## config.mk

```make
export PLATFORM = sky130hd
export DESIGN_NAME = pcm_serial_port
export DESIGN_NICKNAME = d
export VERILOG_FILES = /design/src/rtl/pcm_sp_pkg.sv /design/src/rtl/pcm_fmt_detect.sv /design/src/rtl/pcm_tx_lane.sv /design/src/rtl/pcm_rx_lane.sv /design/src/rtl/pcm_serial_port.sv
export SDC_FILE = /design/constraint.sdc
export NUM_CORES = 1
export LEC_CHECK = 0
export ABC_AREA = 1
export BUFFER_PORTS_ARGS = -buffer_cell sky130_fd_sc_hd__buf_2
export CAP_MARGIN = 20
export CELL_PAD_IN_SITES_DETAIL_PLACEMENT = 0
export CELL_PAD_IN_SITES_GLOBAL_PLACEMENT = 1
export CORE_ASPECT_RATIO = 1.25
export CORE_MARGIN = 10
export CORE_UTILIZATION = 40
export CTS_CLUSTER_DIAMETER = 80
export DETAILED_ROUTE_END_ITERATION = 10
export GPL_ROUTABILITY_DRIVEN = 0
export GPL_TIMING_DRIVEN = 0
export PLACE_DENSITY = 0.81
export REMOVE_ABC_BUFFERS = 1
export SYNTH_ARGS = -nofsm -noshare
export SYNTH_HDL_FRONTEND = slang
export SYNTH_SLANG_ARGS = --single-unit
```

## constraint.sdc

```tcl
create_clock -name clk -period 1.55 [get_ports clk]
set_input_delay 0.0775 -clock clk [delete_from_list [all_inputs] [get_ports clk]]
set_output_delay 0.0775 -clock clk [all_outputs]
set_load 0.01 [all_outputs]
```

## src/rtl/pcm_sp_pkg.sv

```systemverilog
package pcm_sp_pkg;

    typedef enum logic {
        FMT_LONG  = 1'b0,
        FMT_SHORT = 1'b1
    } frame_fmt_e;

    typedef struct packed {
        logic tx_bclk;
        logic tx_fs;
        logic rx_bclk;
        logic rx_fs;
    } pin_sample_t;

endpackage

```

## src/rtl/pcm_fmt_detect.sv

```systemverilog
module pcm_fmt_detect
    import pcm_sp_pkg::*;
#(
    parameter int LONG_MIN = 3
) (
    input  logic       clk,
    input  logic       rst_n,
    input  logic       bclk_fall,
    input  logic       fs_cur,
    input  logic       fs_prev,
    output frame_fmt_e fmt_o
);
    localparam int CW = $clog2(LONG_MIN + 1);
    localparam logic [CW-1:0] SAT = CW'(LONG_MIN);

    typedef struct packed {
        logic [CW-1:0] cnt;
        frame_fmt_e    fmt;
    } det_state_t;

    det_state_t q, d;

    always_comb begin
        d = q;
        if (fs_cur && bclk_fall && q.cnt != SAT) begin
            d.cnt = q.cnt + 1'b1;
        end
        if (fs_prev && !fs_cur) begin
            if (q.cnt == CW'(1)) begin
                d.fmt = FMT_SHORT;
            end else if (q.cnt == SAT) begin
                d.fmt = FMT_LONG;
            end
            d.cnt = '0;
        end
    end

    always_ff @(posedge clk or negedge rst_n) begin
        if (!rst_n) q <= '0;
        else        q <= d;
    end

    assign fmt_o = q.fmt;

    // the format only moves when a frame sync has just fallen
    a_r2_fmt_moves_on_fs_fall: assert property (@(posedge clk) disable iff (!rst_n)
        !$stable(q.fmt) |-> $past(fs_prev && !fs_cur));

endmodule

```

## src/rtl/pcm_tx_lane.sv

```systemverilog
module pcm_tx_lane
    import pcm_sp_pkg::*;
#(
    parameter int WORD_W = 8
) (
    input  logic              clk,
    input  logic              rst_n,
    input  logic              en_i,
    input  frame_fmt_e        fmt_i,
    input  logic              bclk_cur,
    input  logic              bclk_rise,
    input  logic              bclk_fall,
    input  logic              fs_cur,
    input  logic [WORD_W-1:0] word_i,
    output logic              dout_o,
    output logic              oe_o
);
    localparam int CW = $clog2(WORD_W + 1);
    localparam logic [CW-1:0] FULL = CW'(WORD_W);

    typedef struct packed {
        logic              active;
        logic              armed;
        logic              used;
        logic              dout;
        logic [WORD_W-1:0] sh;
        logic [CW-1:0]     rises;
        logic [CW-1:0]     falls;
    } tx_state_t;

    tx_state_t q, d;

    always_comb begin
        d = q;
        if (!fs_cur && !q.active && !q.armed) begin
            d.used = 1'b0;
        end
        if (!en_i) begin
            d = '0;
        end else if (!q.active) begin
            if (fmt_i == FMT_LONG) begin
                d.armed = 1'b0;
                if (fs_cur && bclk_cur && !q.used) begin
                    d.active = 1'b1;
                    d.used   = 1'b1;
                    d.dout   = word_i[WORD_W-1];
                    d.sh     = {word_i[WORD_W-2:0], 1'b0};
                    d.rises  = CW'(1);
                    d.falls  = '0;
                end
            end else begin
                if (q.armed && bclk_rise) begin
                    d.active = 1'b1;
                    d.armed  = 1'b0;
                    d.dout   = word_i[WORD_W-1];
                    d.sh     = {word_i[WORD_W-2:0], 1'b0};
                    d.rises  = CW'(1);
                    d.falls  = '0;
                end else if (!q.armed && !q.used && fs_cur && bclk_fall) begin
                    d.armed = 1'b1;
                    d.used  = 1'b1;
                end
            end
        end else begin
            if (bclk_rise && q.rises != FULL) begin
                d.dout  = q.sh[WORD_W-1];
                d.sh    = {q.sh[WORD_W-2:0], 1'b0};
                d.rises = q.rises + 1'b1;
            end
            if (bclk_fall && q.falls != FULL) begin
                d.falls = q.falls + 1'b1;
            end
            if (q.falls == FULL && (fmt_i == FMT_SHORT || !fs_cur)) begin
                d.active = 1'b0;
                d.dout   = 1'b0;
            end
        end
    end

    always_ff @(posedge clk or negedge rst_n) begin
        if (!rst_n) q <= '0;
        else        q <= d;
    end

    assign dout_o = q.dout;
    assign oe_o   = q.active;

    // a disabled lane is released on the next cycle
    a_r10_quiet_when_disabled: assert property (@(posedge clk) disable iff (!rst_n)
        !en_i |=> !q.active);

    // R5: a release always follows eight falling edges
    a_r4_release_after_word: assert property (@(posedge clk) disable iff (!rst_n)
        ($fell(q.active) && $past(en_i)) |-> ($past(q.falls) == FULL));

    // long timing keeps driving while the frame sync is high
    a_r4_hold_while_fs_high: assert property (@(posedge clk) disable iff (!rst_n)
        (q.active && en_i && fmt_i == FMT_LONG && fs_cur) |=> q.active);

endmodule

```

## src/rtl/pcm_rx_lane.sv

```systemverilog
module pcm_rx_lane
    import pcm_sp_pkg::*;
#(
    parameter int WORD_W = 8
) (
    input  logic              clk,
    input  logic              rst_n,
    input  frame_fmt_e        fmt_i,
    input  logic              fs_rise,
    input  logic              bclk_fall,
    input  logic              din_i,
    output logic [WORD_W-1:0] word_o,
    output logic              strobe_o
);
    localparam int CW = $clog2(WORD_W + 1);
    localparam logic [CW-1:0] LAST = CW'(WORD_W - 1);

    typedef struct packed {
        logic              collect;
        logic              skip;
        logic [CW-1:0]     idx;
        logic [WORD_W-1:0] sh;
        logic              got;
        logic [WORD_W-1:0] word;
        logic              strobe;
    } rx_state_t;

    rx_state_t q, d;

    always_comb begin
        d = q;
        d.strobe = 1'b0;
        if (fs_rise) begin
            d.strobe  = q.got;
            if (q.got) begin
                d.word = q.sh;
            end
            d.got     = 1'b0;
            d.collect = 1'b1;
            d.skip    = (fmt_i == FMT_SHORT);
            d.idx     = '0;
        end else if (q.collect && bclk_fall) begin
            if (q.skip) begin
                d.skip = 1'b0;
            end else begin
                d.sh = {q.sh[WORD_W-2:0], din_i};
                if (q.idx == LAST) begin
                    d.collect = 1'b0;
                    d.got     = 1'b1;
                    d.idx     = '0;
                end else begin
                    d.idx = q.idx + 1'b1;
                end
            end
        end
    end

    always_ff @(posedge clk or negedge rst_n) begin
        if (!rst_n) q <= '0;
        else        q <= d;
    end

    assign word_o   = q.word;
    assign strobe_o = q.strobe;

    // the strobe lasts a single cycle
    a_r9_strobe_single: assert property (@(posedge clk) disable iff (!rst_n)
        q.strobe |=> !q.strobe);

    // the strobe answers a frame-sync rise
    a_r9_strobe_after_rise: assert property (@(posedge clk) disable iff (!rst_n)
        q.strobe |-> $past(fs_rise));

    // the presented word changes only with the strobe
    a_r9_word_moves_with_strobe: assert property (@(posedge clk) disable iff (!rst_n)
        !$stable(q.word) |-> q.strobe);

endmodule

```

## src/rtl/pcm_serial_port.sv

```systemverilog
module pcm_serial_port
    import pcm_sp_pkg::*;
#(
    parameter int WORD_W   = 8,
    parameter int LONG_MIN = 3
) (
    input  logic              clk,
    input  logic              rst_n,
    input  logic              rx_half_mode,
    input  logic              tx_bclk,
    input  logic              tx_fs,
    input  logic [WORD_W-1:0] tx_word,
    output logic              tx_dout,
    output logic              tx_oe,
    output logic              tx_slot_n,
    input  logic              rx_bclk,
    input  logic              rx_fs,
    input  logic              rx_din,
    output logic [WORD_W-1:0] rx_word,
    output logic              rx_decode
);
    typedef struct packed {
        pin_sample_t cur;
        pin_sample_t prev;
        logic        din;
    } smp_state_t;

    smp_state_t st_q, st_d;

    always_comb begin
        st_d             = st_q;
        st_d.prev        = st_q.cur;
        st_d.cur.tx_bclk = tx_bclk;
        st_d.cur.tx_fs   = tx_fs;
        st_d.cur.rx_bclk = rx_bclk;
        st_d.cur.rx_fs   = rx_fs;
        st_d.din         = rx_din;
    end

    always_ff @(posedge clk or negedge rst_n) begin
        if (!rst_n) st_q <= '0;
        else        st_q <= st_d;
    end

    logic tx_rise_w, tx_fall_w, rx_fall_w, rx_fs_rise_w;
    logic det_fall_w, det_fs_cur_w, det_fs_prev_w, oe_w;
    frame_fmt_e fmt_w;

    assign tx_rise_w    = st_q.cur.tx_bclk & ~st_q.prev.tx_bclk;
    assign tx_fall_w    = ~st_q.cur.tx_bclk & st_q.prev.tx_bclk;
    assign rx_fall_w    = ~st_q.cur.rx_bclk & st_q.prev.rx_bclk;
    assign rx_fs_rise_w = st_q.cur.rx_fs & ~st_q.prev.rx_fs;

    assign det_fall_w    = rx_half_mode ? rx_fall_w         : tx_fall_w;
    assign det_fs_cur_w  = rx_half_mode ? st_q.cur.rx_fs    : st_q.cur.tx_fs;
    assign det_fs_prev_w = rx_half_mode ? st_q.prev.rx_fs   : st_q.prev.tx_fs;

    pcm_fmt_detect #(.LONG_MIN(LONG_MIN)) u_det (
        .clk       (clk),
        .rst_n     (rst_n),
        .bclk_fall (det_fall_w),
        .fs_cur    (det_fs_cur_w),
        .fs_prev   (det_fs_prev_w),
        .fmt_o     (fmt_w)
    );

    pcm_tx_lane #(.WORD_W(WORD_W)) u_tx (
        .clk       (clk),
        .rst_n     (rst_n),
        .en_i      (~rx_half_mode),
        .fmt_i     (fmt_w),
        .bclk_cur  (st_q.cur.tx_bclk),
        .bclk_rise (tx_rise_w),
        .bclk_fall (tx_fall_w),
        .fs_cur    (st_q.cur.tx_fs),
        .word_i    (tx_word),
        .dout_o    (tx_dout),
        .oe_o      (oe_w)
    );

    pcm_rx_lane #(.WORD_W(WORD_W)) u_rx (
        .clk       (clk),
        .rst_n     (rst_n),
        .fmt_i     (fmt_w),
        .fs_rise   (rx_fs_rise_w),
        .bclk_fall (rx_fall_w),
        .din_i     (st_q.din),
        .word_o    (rx_word),
        .strobe_o  (rx_decode)
    );

    assign tx_oe     = oe_w;
    assign tx_slot_n = ~oe_w;

endmodule

```

==> run summary, run 1 <==
Die Wd -> 93.2 um
FF-to-FF setup slack -> 180 ps
Full die area -> 10400 um^2
Final net count -> 374
Mapped cell area -> 2680 um^2
CP required -> 1750 ps
Layout area overhead -> 13.6%
Clock skew -> 7.54 ps
R2r endpoint -> u_tx.q[13]
Post-route DRC -> 0
Setup violators final -> 0
Clock Path Buffers -> 2
Mean Syn Cell Area -> 8.37 um^2
Detailed Place HPWL -> 3810 um
Placement Cell Area -> 2840 um^2
N_diodes -> 0
Synthesis-stage register bit count -> 55
DRT antenna net count -> 0
Clock slew at reported path FFs -> 90 ps
Worst EP arrival -> 1570 ps
Cells along the critical path -> nor2_2, nand3_1, nand2_1, nor2_4, nand3_1, nand2_1
Max-slew violations -> 0
First-pass GRT wire length -> 9240 um
Placed Instances -> 420
Worst r2r path cells -> 6
Final cell count without fillers -> 439
Critical path's top delay family -> simple AND/OR/NAND/NOR gates
Worst path bufs/invs -> 0
Min-Delay Path Class -> in2reg
Slew HR -> 0.576
Row count -> 33
Initial Util -> 0.410
Startpoint Class -> flop
Largest net degree at the start of global routing -> 30
Unrepaired setup endpoints after global routing -> false
DR WL/cell -> 11.9 um
Crit path max-delay cell type -> dfrtp_4
Initial DRC count -> 71
Min Tclk post-route -> 1370 ps
Layout cells sized above 1 -> 0.173
Max Cap Viol -> 0
Worst slack at placement -> -212 ps
FMAX -> 0.728 GHz
CTS tree -> done
CORE AREA -> 6520 um^2
H-tree levels -> 2
Vias -> 2077
Root Buffer -> clkbuf_8
Final hold vios -> 0
Worst Tran Pin Value -> 635 ps
Crit Reg-Reg Startpoint -> u_tx.oe_o
Clk Latency, worst-skew pair -> 300 ps
Peak supply drop -> 0.000756 V
Pwr per Cell Area -> 1280 nW/um^2
DR vias/cell -> 4.73
Hold wc startpoint -> tx_word[0]
Worst setup margin -> 175 ps
Synth unique cells -> 27
# clock sinks -> 55
I/O Pins -> 28
Hold EP -> u_tx.q[9]
Hold depth -> 3
Register area share after synthesis -> 0.514
Total Power -> 0.00389 W
Post-synthesis cell count -> 320
Commonest non-fill, non-tap cell in the layout -> nand2_1
Routed WL -> 5240 um
PortBufs -> 27
Drt pass-1 iters -> 4
Total grt overflow -> 0
Synth warnings -> 0
Inserted Clock Buffers -> 5
Number of global-route vias before repair -> 1998
Design area -> 3040 um^2
Commonest non-fill, non-tap cells in the layout -> nand2_1 (101), dfrtp_1 (54), o21ai_0 (32), inv_1 (29), nand3_1 (29)
Crit path capture type -> flop
Status -> complete, no violations
Total GRT Usage -> 0.106
Biggest cell delay along the critical path -> 550 ps
Leak pwr -> 1.56 nW
WS Path Type -> reg2reg
Final worst-path cycle share -> 0.887
Initial antenna violation count -> 0
Die Ht -> 111 um
Crit-path max FO -> 9
## cell families after synthesis
| logic type | after synthesis | share of synthesized area |
|---|---|---|
| XOR/XNOR | 2 | 0.00654 |
| AO/OA/AOI/OAI | 41 | 0.0841 |
| AND/OR/NAND/NOR | 169 | 0.280 |
| adder cells (fa/ha/maj) | 7 | 0.0327 |
| buffers and inverters | 46 | 0.0827 |
| flip-flops | 55 | 0.514 |
## layer usage
| metal | GRT usage | routed length, um | up-vias |
|---|---|---|---|
| li1 | - | - | 1073 |
| met1 | 0.130 | 2460 | 973 |
| met2 | 0.180 | 2560 | 26 |
| met3 | 0.0249 | 153 | 5 |
| met4 | 0.0309 | 62 | 0 |
| met5 | 0 | 0 | - |
## state kept, by name, summed over array words and instances (netlist names)
register	count
u_rx.word_o	8
u_tx.q	17
u_tx.oe_o	1
u_det.fmt_o	1
u_det.q	2
u_rx.q	15
u_rx.strobe_o	1
st_q	5
st_d	4
u_tx.dout_o	1
## tightest hold or removal path, stage by stage
cell and delay [ps]:
buf_2 90, nand3_1 80, o21ai_2 60
## area by class of cell
cell class                      count  area (um^2)
Clock buffer                        6         72.6
Clock inverter                      2         12.5
Fill cell                         653         3480
Inverter                           31          119
Multi-Input combinational cell    219         1100
Sequential cell                    55         1380
Tap cell                           87          109
Timing Repair Buffer               39          253
## metrics by stage
step / hold WS, ps / util / setup TNS (ps)
finish: 50.9 / 0.466 / 0
global route: 52.0 / 0.466 / 0
CTS: 44.3 / 0.458 / 0
detailed placement: 138 / 0.435 / -2630
global placement: 187 / 0.432 / -2780
floorplan: -218 / - / 0
## synth_stat cells, drive strengths merged
library cell / number / area (um^2)
clkbuf: 1 / 3.75
ha: 7 / 87.6
dfrtp: 55 / 1380
nor2: 22 / 95.1
o31ai: 1 / 7.51
nand3b: 2 / 15.0
or2: 2 / 12.5
xor2: 1 / 8.76
o211ai: 1 / 7.51
nand4: 6 / 37.5
a21oi: 4 / 23.8
buf: 14 / 101
nand3: 30 / 155
nand2: 107 / 434
o21ai: 35 / 186
inv: 31 / 116
xnor2: 1 / 8.76
## repair_timing
action | 4_1_cts | 5_1_grt
setup endpoints to repair | 21 | 24
hold buffers | 6 | 0
hold endpoints to repair | 31 | 0
resized for setup | 3 | 5
setup buffers | 0 | 5
cloned | 0 | 0
## worst max path at each step
stage	cells after the start	to	startpoint	slack (ps)
after CTS	6	u_tx.q[13]	u_tx.oe_o	20
after detailed placement	7	u_tx.q[13]	u_tx.oe_o	-210
after floorplan	7	u_tx.q[10]	u_tx.oe_o	100
final	6	u_tx.q[13]	u_tx.oe_o	180
after global placement	7	u_tx.q[10]	u_tx.oe_o	-240
after global routing	7	u_tx.q[5]	st_d[3]	40
## where the power goes
part	switching [W]	leakage, nW	internal, W
Combinational	0.000726	0.797	0.000439
Clock	0.000445	0.0412	0.000317
Sequential	0.000229	0.720	0.00173
No activity file was read; power rests on OpenSTA's default activity.
==> run 2: changes to the inputs <==
- ABC_AREA: 1 -> not set
- PLACE_DENSITY: 0.81 -> 0.77
==> run 2 against run 1 <==
  * The flow now finishes with violations (negative setup slack)
  * Sequential power decreased by 2%
  * Core utilization increased by 7.5 points
  * Cell count decreased by 15%
  * First-iteration DRC count rose by 9.9%
  * Maximum frequency is 13% lower
  * Synthesized cell count decreased by 31%
  * Hold slack gained 49 ps
  * Via count decreased by 9.8%
  * Setup slack got worse by 210 ps
  * Total power increased by 4.2%
  * Register-to-register slack lost 210 ps
  * Clock-buffer cell count fell by 1
==> run summary, run 2 <==
Final worst-path cycle share -> 1.02 (was 0.887)
I/O Pins -> 28 (unchanged)
Async SR Flop Fraction -> 1.00 (unchanged)
Hold wc startpoint -> tx_word[5] (was tx_word[0])
Met2 WL post-DR -> 2830 um (was 2560 um)
Initial Util -> 0.417 (was 0.410)
Unrepaired setup endpoints after global routing -> true (was false)
Mapped cell area -> 2600 um^2 (was 2680 um^2)
Clk Latency, worst-skew pair -> 310 ps (was 300 ps)
FF-to-FF setup slack -> -30 ps (was 180 ps)
Register area share after synthesis -> 0.529 (was 0.514)
Crit path max-delay cell type -> dfrtp_2 (was dfrtp_4)
Peak supply drop -> 0.000739 V (was 0.000756 V)
Layout area overhead -> 29.8% (was 13.6%)
Max Cap Viol -> 0 (unchanged)
Share of the synthesized area in the top cell type -> 0.529 (was 0.514)
Final cell count without fillers -> 371 (was 439)
Min Tclk post-route -> 1580 ps (was 1370 ps)
Post-synthesis cell count -> 222 (was 320)
R2r endpoint -> u_tx.q[11] (was u_tx.q[13])
Detailed Place HPWL -> 3410 um (was 3810 um)
EDFF count, synth -> 0 (unchanged)
Pwr per Cell Area -> 1200 nW/um^2 (was 1280 nW/um^2)
Placed Instances -> 321 (was 420)
Final net count -> 308 (was 374)
Critical path's top delay family -> flip-flops (was simple AND/OR/NAND/NOR gates)
Prevailing post-synth register cell -> dfrtp_1 (unchanged)
Clock skew -> 7.86 ps (was 7.54 ps)
DRT antenna net count -> 0 (unchanged)
DR vias/cell -> 5.05 (was 4.73)
# clock sinks -> 55 (unchanged)
H-tree levels -> 2 (unchanged)
Layout cells sized above 1 -> 0.441 (was 0.173)
Total GRT Usage -> 0.103 (was 0.106)
Worst setup margin -> -34.2 ps (was 175 ps)
CP most frequent cell -> o21ai_4
Die Wd -> 92.2 um (was 93.2 um)
Initial antenna violation count -> 0 (unchanged)
Worst setup startpoint -> u_det.fmt_o (was u_tx.oe_o)
DR WL/cell -> 14.7 um (was 11.9 um)
Full die area -> 10200 um^2 (was 10400 um^2)
Status -> finished, violations left (was complete, no violations)
Synth warnings -> 0 (unchanged)
Total grt overflow -> 0 (unchanged)
Clock slew at reported path FFs -> 110 ps (was 90 ps)
Vias -> 1874 (was 2077)
Worst EP arrival -> 1790 ps (was 1570 ps)
Most common cell in the netlist -> dfrtp_1 (was nand2_1)
First-pass GRT wire length -> 8740 um (was 9240 um)
Setup violators final -> 9 (was 0)
Drt pass-1 iters -> 4 (unchanged)
Biggest cell delay along the critical path -> 450 ps (was 550 ps)
Initial DRC count -> 78 (was 71)
Worst slack at placement -> -581 ps (was -212 ps)
Max-slew violations -> 0 (unchanged)
CP required -> 1760 ps (was 1750 ps)
Worst path bufs/invs -> 0 (unchanged)
CTS tree -> done (unchanged)
Routed wl met3 -> 152 um (was 153 um)
Commonest non-fill, non-tap cell in the layout -> dfrtp_1 (was nand2_1)
Commonest non-fill, non-tap cells in the layout -> dfrtp_1 (50), buf_4 (31), buf_2 (27), mux2_2 (17), a21oi_1 (11) (was nand2_1 (101), dfrtp_1 (54), o21ai_0 (32), inv_1 (29), nand3_1 (29))
Mean Syn Cell Area -> 11.7 um^2 (was 8.37 um^2)
Final hold vios -> 0 (unchanged)
Cells along the critical path -> nor3b_4, o21ai_4, o21ai_4, mux2_4 (was nor2_2, nand3_1, nand2_1, nor2_4, nand3_1, nand2_1)
Row count -> 32 (was 33)
Number of flip-flops in the largest register -> 17 (unchanged)
CORE AREA -> 6250 um^2 (was 6520 um^2)
PortBufs -> 27 (unchanged)
Crit Reg-Reg Startpoint -> u_det.fmt_o (was u_tx.oe_o)
Setup TNS -> -176 ps (was 0 ps)
Post-route DRC -> 0 (unchanged)
Crit-path max FO -> 8 (was 9)
Worst Tran Pin Value -> 641 ps (was 635 ps)
Routed WL -> 5460 um (was 5240 um)
Top cells by instance count after synthesis -> dfrtp_1 (55), mux2_2 (23), a21oi_1 (14) (was nand2_1 (102), dfrtp_1 (55), o21ai_0 (32))
Synth top area cells -> dfrtp_1 (53%), mux2_2 (9.9%), ha_1 (3.4%) (was dfrtp_1 (51%), nand2_1 (14%), o21ai_0 (6.0%))
Synthesis-stage register bit count -> 55 (unchanged)
Root Buffer -> clkbuf_8 (unchanged)
Clock Path Buffers -> 2 (unchanged)
Biggest register -> u_tx.q (unchanged)
Die Ht -> 110 um (was 111 um)
Hold EP -> u_tx.q[14] (was u_tx.q[9])
N_diodes -> 0 (unchanged)
Hold depth -> 3 (unchanged)
Failing checks -> negative setup slack
FMAX -> 0.631 GHz (was 0.728 GHz)
Synth unique cells -> 44 (was 27)
Leak pwr -> 1.57 nW (was 1.56 nW)
WS Path Type -> reg2reg (unchanged)
Inserted Clock Buffers -> 5 (unchanged)
Crit path capture type -> flop (unchanged)
Worst r2r path cells -> 4 (was 6)
Highest metal used -> met4 (unchanged)
Dominant cell type by area after synthesis -> dfrtp_1 (unchanged)
Met1 WL -> 2410 um (was 2460 um)
Worst hold margin -> 100 ps (was 50.9 ps)
Min-Delay Path Class -> in2reg (unchanged)
Final core utilization -> 0.541 (was 0.466)
Largest net degree at the start of global routing -> 30 (unchanged)
Number of global-route vias before repair -> 1898 (was 1998)
Slew HR -> 0.573 (was 0.576)
Startpoint Class -> flop (unchanged)
-- run 2: kinds of logic after synthesis --
group	count (synthesis)	synth area share
AND/OR/NAND/NOR	55	0.123
AO/OA/AOI/OAI	46	0.128
buffers and inverters	26	0.0514
multiplexers	29	0.123
flip-flops	55	0.529
XOR/XNOR	4	0.0135
adder cells (fa/ha/maj)	7	0.0336
-- run 2: area by class of cell --
class / count / area [um^2]
Clock buffer: 5 / 68.8
Tap cell: 85 / 106
Inverter: 12 / 52.6
Sequential cell: 55 / 1390
Multi-Input combinational cell: 142 / 1240
Timing Repair Buffer: 69 / 500
Fill cell: 568 / 2870
Clock inverter: 3 / 27.5
-- run 2: report_power, final --
| group | total (W) | internal (W) | switching, W |
|---|---|---|---|
| logic | 0.00129 | 0.000725 | 0.000568 |
| registers | 0.00192 | 0.00169 | 0.000230 |
| clock network | 0.000837 | 0.000336 | 0.000501 |
| total | 0.00405 | 0.00275 | 0.00130 |
-- run 2: per-stage QoR --
stage          total power [W]  cell area, um^2
3_3_place_gp           0.00269             2760
3_5_place_dp           0.00273             2780
5_1_grt                0.00430             3380
2_1_floorplan          0.00245             2510
6_report               0.00405             3380
4_1_cts                0.00382             3170
-- run 2: worst register-to-register path, cell delays in order (launching register included) --
cell and delay [ps]:
dfrtp_2 450, nor3b_4 240, o21ai_4 90, o21ai_4 340, mux2_4 350
-- run 2: routing by layer --
metal,vias up,global-route usage
met1,935,0.127
met3,6,0.0244
li1,913,-
met2,20,0.174
met5,-,0
met4,0,0.0364
-- run 2: worst max-delay path by stage --
stage	endpoint	cells past startpoint
2_1_floorplan	u_tx.q[10]	4
3_3_place_gp	u_tx.q[10]	4
3_5_place_dp	u_tx.q[15]	4
4_1_cts	u_tx.q[11]	4
5_1_grt	u_tx.q[11]	6
6_report	u_tx.q[11]	4
-- run 2: timing repair --
| action | in CTS | in global routing |
|---|---|---|
| pin swaps | 5 | 10 |
| buffers inserted | 23 | 12 |
| hold buffers | 7 | 0 |
| endpoints found under the setup margin | 24 | 23 |
| resized for setup | 18 | 25 |
| hold endpoints to repair | 32 | 0 |
| gates cloned | 0 | 1 |
==> run 3: changes to the inputs <==
- SYNTH_HIERARCHICAL: not set -> 1
==> run 3 against run 2 <==
  * Setup slack got worse by 40 ps
  * Sequential share of layout area is 2.9 points higher
  * Synthesized cell count down 5.0%
  * Clock-buffer cell count unchanged
  * The flow still finishes with violations (negative setup slack)
  * Core utilization fell by 3.7 points
  * Cell area down 6.9%
  * Register-to-register slack worse by 40 ps
  * Total power decreased by 4.5%
  * Combinational power shrank 15%
  * Wire length is 12% lower
  * Die area decreased by 0.15%
  * Largest power group unchanged
==> run summary, run 3 <==
Crit Reg-Reg Startpoint -> st_d[4] (was u_det.fmt_o)
Number of flip-flops in the largest register -> 17 (unchanged)
Detailed Place HPWL -> 3270 um (was 3410 um)
N_diodes -> 0 (unchanged)
Startpoint Class -> flop (unchanged)
Initial antenna violation count -> 0 (unchanged)
# clock sinks -> 55 (unchanged)
DR vias/cell -> 4.98 (was 5.05)
DRT antenna net count -> 0 (unchanged)
Mean Syn Cell Area -> 12.3 um^2 (was 11.7 um^2)
Layout cells sized above 1 -> 0.391 (was 0.441)
Row count -> 32 (unchanged)
Synthesis-stage register bit count -> 55 (unchanged)
Leak pwr -> 1.51 nW (was 1.57 nW)
Worst setup startpoint -> st_d[4] (was u_det.fmt_o)
Worst Tran Pin Value -> 627 ps (was 641 ps)
Total GRT Usage -> 0.0987 (was 0.103)
Final hold vios -> 0 (unchanged)
Critical Path Sink -> u_tx/q[14] (was u_tx.q[11])
CP required -> 1760 ps (about the same)
Number of global-route vias before repair -> 1746 (was 1898)
CTS tree -> done (unchanged)
CORE AREA -> 6250 um^2 (unchanged)
First-pass GRT wire length -> 8290 um (was 8740 um)
FMAX -> 0.616 GHz (was 0.631 GHz)
Share of the synthesized area in the top cell type -> 0.530 (was 0.529)
PortBufs -> 27 (unchanged)
Final net count -> 283 (was 308)
Final worst-path cycle share -> 1.05 (was 1.02)
Initial Util -> 0.416 (was 0.417)
Clock skew -> 8.43 ps (was 7.86 ps)
Register area share after synthesis -> 0.530 (was 0.529)
Total Power -> 0.00387 W (was 0.00405 W)
Crit-path max FO -> 8 (unchanged)
Die Ht -> 110 um (about the same)
Worst EP arrival -> 1830 ps (was 1790 ps)
Commonest non-fill, non-tap cells in the layout -> dfrtp_1 (52), buf_2 (27), mux2_2 (20), buf_4 (17), nand2_1 (15) (was dfrtp_1 (50), buf_4 (31), buf_2 (27), mux2_2 (17), a21oi_1 (11))
Setup violators final -> 14 (was 9)
Placed Instances -> 314 (was 321)
Post-synthesis cell count -> 211 (was 222)
Mapped cell area -> 2600 um^2 (about the same)
Vias -> 1723 (was 1874)
Worst setup margin -> -74.5 ps (was -34.2 ps)
Inserted Clock Buffers -> 5 (unchanged)
Final cell count without fillers -> 346 (was 371)
Largest net degree at the start of global routing -> 29 (was 30)
Min Tclk post-route -> 1620 ps (was 1580 ps)
Pwr per Cell Area -> 1230 nW/um^2 (was 1200 nW/um^2)
Synth top area cells -> dfrtp_1 (53%), mux2_2 (8.7%), a22o_1 (3.4%) (was dfrtp_1 (53%), mux2_2 (9.9%), ha_1 (3.4%))
Clock Path Buffers -> 2 (unchanged)
R2r endpoint -> u_tx/q[14] (was u_tx.q[11])
Status -> finished, violations left (unchanged)
Async SR Flop Fraction -> 1.00 (unchanged)
I/O Pins -> 28 (unchanged)
Full die area -> 10100 um^2 (was 10200 um^2)
Routed WL -> 4810 um (was 5460 um)
EDFF count, synth -> 0 (unchanged)
Max Cap Viol -> 0 (unchanged)
Total grt overflow -> 0 (unchanged)
Biggest register -> u_tx/q (was u_tx.q)
Worst r2r path cells -> 5 (was 4)
Setup TNS -> -701 ps (was -176 ps)
Synth warnings -> 6 (was 0)
Final core utilization -> 0.504 (was 0.541)
Initial DRC count -> 98 (was 78)
Unrepaired setup endpoints after global routing -> true (unchanged)
DR WL/cell -> 13.9 um (was 14.7 um)
Top cells by instance count after synthesis -> dfrtp_1 (55), mux2_2 (20), nand2_1 (16) (was dfrtp_1 (55), mux2_2 (23), a21oi_1 (14))
Layout area overhead -> 21.1% (was 29.8%)
Prevailing post-synth register cell -> dfrtp_1 (unchanged)
Slew HR -> 0.582 (was 0.573)
Post-route DRC -> 0 (unchanged)
Max-slew violations -> 0 (unchanged)
Clock slew at reported path FFs -> 110 ps (about the same)
Crit path capture type -> flop (unchanged)
Failing checks -> negative setup slack (unchanged)
Dominant cell type by area after synthesis -> dfrtp_1 (unchanged)
H-tree levels -> 2 (unchanged)
Min-Delay Path Class -> in2reg (unchanged)
Root Buffer -> clkbuf_8 (unchanged)
Peak supply drop -> 0.000708 V (was 0.000739 V)
Clk Latency, worst-skew pair -> 320 ps (was 310 ps)
WS Path Type -> reg2reg (unchanged)
Drt pass-1 iters -> 4 (unchanged)
FF-to-FF setup slack -> -70 ps (was -30 ps)
Die Wd -> 92.1 um (was 92.2 um)
Commonest non-fill, non-tap cell in the layout -> dfrtp_1 (unchanged)
Most common cell in the netlist -> dfrtp_1 (unchanged)
Synth unique cells -> 48 (was 44)
[run 3: changes by cell type after synthesis, moves of 3 or more]
| cell | change |
|---|---|
| nor2_1 | -6 |
| a21oi_1 | -5 |
| mux2_4 | +5 |
| nand2_1 | +5 |
| a22o_1 | +3 |
| inv_1 | -3 |
| mux2_2 | -3 |
| nand3_1 | -3 |
| or4_1 | +3 |
[run 3: critical path: stages, from the launching register on]
cell and delay, ps:
dfrtp_1 400, nor2b_4 130, and3_4 180, nor3_4 350, nor2_4 140, mux2_4 310
[run 3: final cells by class]
cell class,count,area [um^2]
Multi-Input combinational cell,136,1170
Tap cell,85,106
Sequential cell,55,1380
Inverter,10,37.5
Timing Repair Buffer,52,353
Fill cell,587,3100
Clock buffer,5,68.8
Clock inverter,3,33.8
[run 3: worst min path at each step]
stage             endpoint       start  slack [ps]  cells after the start
6_report       u_tx/dout_o  tx_word[7]          90                      3
5_1_grt        u_tx/dout_o  tx_word[7]         100                      3
4_1_cts        u_tx/dout_o  tx_word[7]          80                      3
3_5_place_dp     u_tx/q[5]       rst_n         140                      1
3_3_place_gp       st_d[1]       rx_fs         190                      1
2_1_floorplan      st_d[1]       rst_n        -220                      0
[run 3: what timing repair did]
action / 4_1_cts / 5_1_grt
pin swaps: 5 / 2
hold endpoints to repair: 33 / 0
setup buffers: 15 / 2
hold buffers: 7 / 0
setup endpoints to repair: 35 / 28
resized for setup: 12 / 4
[run 3: where the power goes]
group	total, W	switching [W]	internal, W	leakage (nW)
Clock	0.000864	0.000520	0.000344	0.0519
Combinational	0.00110	0.000489	0.000607	0.753
Sequential	0.00191	0.000201	0.00171	0.709
[run 3: through the flow]
stage / hold WS, ps / worst slack (ps) / instance area [um^2]
after detailed placement: 135 / -367 / 2790
after floorplan: -218 / -104 / 2530
final: 85.7 / -74.5 / 3150
after global routing: 102 / -169 / 3150
after global placement: 186 / -341 / 2770
after CTS: 75.4 / -72.8 / 3120
[run 3: cells by family after synthesis]
logic type,after synthesis,synth area share
simple gates,55,0.139
flops,55,0.530
compound gates,42,0.115
mux,30,0.135
buf+inv,20,0.0409
fa+ha+maj,7,0.0337
xor+xnor,2,0.00674
[run 3: routing by layer]
| metal | global-route usage | vias to the layer above | wire (um) |
|---|---|---|---|
| met4 | 0.0464 | 0 | 78 |
| met3 | 0.0189 | 5 | 146 |
| met1 | 0.124 | 840 | 2180 |
| met2 | 0.161 | 30 | 2410 |
| li1 | - | 848 | - |
| met5 | 0 | - | 0 |
